[src/rtl/dma_dest_pkg.sv]
package dma_dest_pkg;

    typedef enum logic [1:0] {
        OP_BYTE     = 2'd0,
        OP_WORD     = 2'd1,
        OP_LONG     = 2'd2,
        OP_LONG_ALT = 2'd3
    } op_size_e;

    typedef struct packed {
        logic busy;
        logic cfg_err;
        logic bus_err;
        logic done;
    } flags_t;

    localparam int STEP_W = 3;

endpackage

[src/rtl/dma_step_calc.sv]
module dma_step_calc
    import dma_dest_pkg::*;
#(
    parameter int SW = STEP_W
) (
    input  logic [1:0]    op_size,
    input  logic          addr_lsb,
    output logic [SW-1:0] step,
    output logic          misaligned
);
    op_size_e sz;

    always_comb begin
        sz = op_size_e'(op_size);
        unique case (sz)
            OP_BYTE: step = SW'(1);
            OP_WORD: step = SW'(2);
            default: step = SW'(4);
        endcase
        misaligned = (sz != OP_BYTE) && addr_lsb;
    end
endmodule

[src/rtl/dma_addr_adv.sv]
module dma_addr_adv #(
    parameter int AW = 32,
    parameter int SW = 3
) (
    input  logic [AW-1:0] addr_q,
    input  logic [SW-1:0] step,
    input  logic          inc_en,
    output logic [AW-1:0] addr_next
);
    logic [AW-1:0] step_ext;

    always_comb begin
        step_ext  = AW'(step);
        addr_next = inc_en ? (addr_q + step_ext) : addr_q;
    end
endmodule

[src/rtl/dma_cnt_adv.sv]
module dma_cnt_adv #(
    parameter int CW = 32,
    parameter int SW = 3
) (
    input  logic [CW-1:0] cnt_q,
    input  logic [SW-1:0] step,
    output logic [CW-1:0] cnt_next,
    output logic          empties,
    output logic          is_zero
);
    logic [CW-1:0] step_ext;

    always_comb begin
        step_ext = CW'(step);
        empties  = (cnt_q <= step_ext);
        cnt_next = empties ? '0 : (cnt_q - step_ext);
        is_zero  = (cnt_q == '0);
    end
endmodule

[src/rtl/dma_dest_unit.sv]
module dma_dest_unit
    import dma_dest_pkg::*;
#(
    parameter int ADDR_W = 32,
    parameter int CNT_W  = 32
) (
    input  logic              clk,
    input  logic              rst_n,
    input  logic              stop,
    input  logic              wr_addr_en,
    input  logic [ADDR_W-1:0] addr_wdata,
    input  logic              wr_cnt_en,
    input  logic [CNT_W-1:0]  cnt_wdata,
    input  logic [1:0]        op_size,
    input  logic              inc_en,
    input  logic              start,
    input  logic              xfer_done,
    input  logic              bus_err_in,
    input  logic              clr_status,
    output logic [ADDR_W-1:0] dest_addr,
    output logic [CNT_W-1:0]  byte_count,
    output logic              xfer_req,
    output logic              cfg_err,
    output logic              bus_err_flag,
    output logic              block_done
);
    localparam int SW = STEP_W;

    typedef struct packed {
        flags_t            fl;
        logic [ADDR_W-1:0] addr;
        logic [CNT_W-1:0]  cnt;
    } state_t;

    state_t st_d, st_q;

    logic [SW-1:0]     step;
    logic              misaligned;
    logic [ADDR_W-1:0] addr_next;
    logic [CNT_W-1:0]  cnt_next;
    logic              cnt_empties;
    logic              cnt_zero;

    dma_step_calc #(.SW(SW)) u_step (
        .op_size    (op_size),
        .addr_lsb   (st_q.addr[0]),
        .step       (step),
        .misaligned (misaligned)
    );

    dma_addr_adv #(.AW(ADDR_W), .SW(SW)) u_addr (
        .addr_q    (st_q.addr),
        .step      (step),
        .inc_en    (inc_en),
        .addr_next (addr_next)
    );

    dma_cnt_adv #(.CW(CNT_W), .SW(SW)) u_cnt (
        .cnt_q    (st_q.cnt),
        .step     (step),
        .cnt_next (cnt_next),
        .empties  (cnt_empties),
        .is_zero  (cnt_zero)
    );

    always_comb begin
        st_d = st_q;

        if (clr_status) begin
            st_d.fl.cfg_err = 1'b0;
            st_d.fl.bus_err = 1'b0;
            st_d.fl.done    = 1'b0;
        end

        if (st_q.fl.busy) begin
            if (bus_err_in) begin
                st_d.fl.bus_err = 1'b1;
                st_d.fl.busy    = 1'b0;
            end else if (xfer_done) begin
                st_d.addr = addr_next;
                st_d.cnt  = cnt_next;
                if (cnt_empties) begin
                    st_d.fl.busy = 1'b0;
                    st_d.fl.done = 1'b1;
                end
            end
        end else if (start && !stop && !st_q.fl.cfg_err) begin
            if (misaligned) begin
                st_d.fl.cfg_err = 1'b1;
            end else if (cnt_zero) begin
                st_d.fl.done = 1'b1;
            end else begin
                st_d.fl.busy = 1'b1;
                st_d.fl.done = 1'b0;
            end
        end

        if (!stop && wr_addr_en) begin
            st_d.addr = addr_wdata;
        end
        if (!stop && wr_cnt_en) begin
            st_d.cnt = cnt_wdata;
        end
    end

    always_ff @(posedge clk) begin
        if (!rst_n) begin
            st_q.fl <= '0;
        end else begin
            st_q <= st_d;
        end
    end

    assign dest_addr    = st_q.addr;
    assign byte_count   = st_q.cnt;
    assign xfer_req     = st_q.fl.busy;
    assign cfg_err      = st_q.fl.cfg_err;
    assign bus_err_flag = st_q.fl.bus_err;
    assign block_done   = st_q.fl.done;

endmodule

[config.mk]
export PLATFORM = sky130hd
export DESIGN_NAME = dma_dest_unit
export DESIGN_NICKNAME = d
export VERILOG_FILES = /design/src/rtl/dma_dest_pkg.sv /design/src/rtl/dma_step_calc.sv /design/src/rtl/dma_addr_adv.sv /design/src/rtl/dma_cnt_adv.sv /design/src/rtl/dma_dest_unit.sv
export SDC_FILE = /design/constraint.sdc
export NUM_CORES = 1
export LEC_CHECK = 0
export BUFFER_PORTS_ARGS = -buffer_cell sky130_fd_sc_hd__buf_4
export CELL_PAD_IN_SITES_DETAIL_PLACEMENT = 0
export CELL_PAD_IN_SITES_GLOBAL_PLACEMENT = 1
export CORE_UTILIZATION = 38
export DETAILED_ROUTE_END_ITERATION = 10
export PLACE_DENSITY = 0.84
export SYNTH_ARGS = -nofsm -noshare
export SYNTH_HDL_FRONTEND = slang
export SYNTH_SLANG_ARGS = --single-unit
[constraint.sdc]
create_clock -name clk -period 2.86 [get_ports clk]
set_input_delay 0 -clock clk [delete_from_list [all_inputs] [get_ports clk]]
set_output_delay 0 -clock clk [all_outputs]
set_load 0.01 [all_outputs]
==> summary.md <==
| Metric | Value |
|---|---|
| Flop pwr share | `0.500` |
| Synth Register Bits | `68` |
| Bufs on Longest Clock Path | `2` |
| P_int | `1.76 mW` |
| Leak | `2.42 nW` |
| CP max FO | `15` |
| CTS HTree Levels | `3` |
| Rows | `37` |
| Syn nets | `508` |
| Clk_lat worst skew | `0.35 ns` |
| Unique masters post-synth | `53` |
| Gr usage total | `0.219` |
| Layout cells sized above 1 | `0.281` |
| Dpl ws | `0.162 ns` |
| Setup violations, final | `0` |
| Post-synthesis cell area | `4140 um^2` |
| Final Util | `0.600` |
| Post-route minimum period | `2.71 ns` |
| Final #Nets | `729` |
| Final Max Tran Viols | `0` |
| Final hold vios | `0` |
| Inserted Clock Buffers | `9` |
| Fin worst setup slack | `0.154 ns` |
| Period utilization | `0.946` |
| # DRC | `0` |
| Initial core utilization | `0.396` |
| Crit start category | `register` |
| TritonRoute pass-1 iters | `5` |
| Post-CTS Setup Repair Bufs | `0` |
| Post-synth ARST share | `0` |
| Pwr/cell area | `373 nW/um^2` |
| Placer Congestion | `0.843` |
| Die W | `106 um` |
| Synthesized area per cell | `9.78 um^2` |
| Synth warn | `0` |
| Maximum VDD drop | `248 uV` |
| Sw frac | `0.247` |
| Final ANT Viol Nets | `0` |
| Part of the power in the clock network | `0.318` |
| Comb power frac | `0.182` |
| Switching pwr | `0.579 mW` |
| Non-filler cells in the finished layout | `784` |
| # IOs | `144` |
| Core area | `10,500 um^2` |
| Placed cells | `701` |
| Layout area overhead | `51.7%` |
| Die area | `11,300 um^2` |
| Grt ovf | `0` |
| Largest net degree at the start of global routing | `35` |
| Register-to-register path setup slack | `0.15 ns` |
| WL/cell | `15.5 um` |
| Number of synthesized flops with an enable pin | `64` |
| Initial DRC count | `210` |
| Dpl cell area | `5420 um^2` |
| Critical Path Sink Type | `register` |
| Seq/Total Area, Yosys | `0.484` |
| Mapped Cells | `423` |
| Detailed Route WL | `12,200 um` |
| Routed via count | `3,966` |
| Kind of critical path | `reg2reg` |
| First-pass GRT wire length | `19,200 um` |
| PortBufs | `143` |
| DP HPWL | `8360 um` |
| Sink Count | `68` |
| Most used DFF post-synth | `edfxtp_1` |
| Vias in the first global route | `3,939` |
| Critical path required time | `3.05 ns` |
| Clk_skew | `0.0111 ns` |
| Via density per instance | `5.06` |
| Worst Hold Class | `in2reg` |
| Yosys top cell area share | `0.464` |
| Initial antenna violation count | `0` |
| Clock transition at path regs | `0.07 ns` |
| Chip height | `106 um` |
| CTS root buf | `clkbuf_8` |
| Worst slew pin tran | `0.620 ns` |
| Reg2Reg Depth | `10` |
| Status | `completed` |
| Number of max-cap violations | `0` |
| CTS tree | `yes` |
| Normalized max-slew margin | `0.586` |
| Hold depth | `4` |
| Final Cell Area | `6280 um^2` |
| Max Clk Rate | `370 MHz` |
| Yosys top cell by area | `edfxtp_1` |
| Diodes inserted | `0` |
| Synth area leaders | `edfxtp_1 46%, nand2_1 7.5%, o21ai_1 7.5%` |
| CP Data Arrival Time | `2.89 ns` |
-- worst paths after layout --
kind | start | to
min reg2reg | bus_err_flag$_SDFF_PN0_ | bus_err_flag$_SDFF_PN0_
max | byte_count[0]$_DFFE_PP_ | byte_count[8]$_DFFE_PP_
max reg2reg | byte_count[0]$_DFFE_PP_ | byte_count[8]$_DFFE_PP_
min | start | cfg_err$_SDFF_PN0_
-- cells in the mapped netlist, types with 2 or more instances --
cell	instances
nor2b_1	8
or4_4	2
a211oi_1	2
o21ai_1	62
xor2_1	35
and2_1	3
nand2_1	83
a21o_1	2
nor3_1	7
nor4_2	2
and3_1	4
nand2b_1	3
a21oi_1	4
ha_1	7
nand3_1	13
buf_6	3
a31oi_1	2
inv_1	8
dfxtp_1	4
or4_1	5
edfxtp_1	64
o21ai_0	2
and4_1	4
fa_1	2
xnor2_1	23
or3_1	2
clkbuf_1	11
nand4_1	5
a22o_1	2
nor2_1	20
nor4_1	5
nand3b_1	3
-- sequential cells by signal, indices dropped and copies added (netlist names) --
signal        flops
block_done        1
bus_err_flag      1
byte_count       32
cfg_err           1
dest_addr        32
xfer_req          1
-- layer usage --
| metal | GRT usage | part of all wire | vias up |
|---|---|---|---|
| li1 | - | - | 1955 |
| met1 | 0.272 | 0.43 | 1870 |
| met2 | 0.365 | 0.49 | 122 |
| met3 | 0.0460 | 0.056 | 19 |
| met4 | 0.0992 | 0.022 | 0 |
| met5 | 0 | 0 | - |
-- cells in the final DEF, fill, tap and decap left out, drive strengths merged, types with 5 or more instances in the layout --
| cell type | count |
|---|---|
| or4 | 7 |
| nor4 | 8 |
| nor2b | 8 |
| nor2 | 20 |
| inv | 8 |
| dlygate4sd3 | 68 |
| xor2 | 35 |
| nor3 | 8 |
| nand3 | 13 |
| ha | 7 |
| o21ai | 64 |
| buf | 158 |
| clkbuf | 11 |
| nand2 | 83 |
| xnor2 | 23 |
| nand4 | 5 |
| edfxtp | 64 |
-- stage by stage --
stage / power, mW / TNS, ns / hold WS [ns]
after global placement: 1.53 / 0 / 0.260
final: 2.34 / 0 / 0.0710
after global routing: 2.44 / -0.0231 / 0.0926
after detailed placement: 1.54 / 0 / 0.267
after CTS: 2.36 / 0 / 0.0540
after floorplan: 1.35 / 0 / 0.118
-- critical path, cell delays in order, from the launching register on --
cell and delay [ns]:
edfxtp_1 0.38, inv_1 0.06, ha_1 0.23, fa_1 0.42
nor2b_2 0.15, nor3_1 0.09, a41oi_1 0.19, and2b_1 0.22
or3_2 0.42, buf_4 0.21, o21ai_1 0.17
-- power groups by stage --
stage	Clock (mW)	Sequential, mW	Combinational (mW)
2_1_floorplan	0	1.20	0.152
5_1_grt	0.805	1.18	0.464
3_5_place_dp	0	1.19	0.346
4_1_cts	0.764	1.17	0.422
6_report	0.746	1.17	0.426
3_3_place_gp	0	1.19	0.340
-- timing repair --
action                                  4_1_cts  5_1_grt
endpoints found under the hold margin        68        0
endpoints found under the setup margin        0        5
hold buffers                                 68        0
resized for setup                             0        2
-- final cells by class --
| cell class | count | area (um^2) |
|---|---|---|
| Sequential cell | 68 | 2000 |
| Multi-Input combinational cell | 331 | 2040 |
| Tap cell | 136 | 170 |
| Fill cell | 913 | 4180 |
| Clock inverter | 4 | 41.3 |
| Clock buffer | 11 | 131 |
| Inverter | 8 | 30.0 |
| Timing Repair Buffer | 226 | 1870 |
-- logic make-up after synthesis --
| kind of cell | share of synthesized area |
|---|---|
| xor+xnor | 0.123 |
| fa+ha+maj | 0.0308 |
| compound gates | 0.114 |
| simple gates | 0.220 |
| buf+inv | 0.0284 |
| flops | 0.484 |
Note: power is estimated with default switching activity, not from simulation.
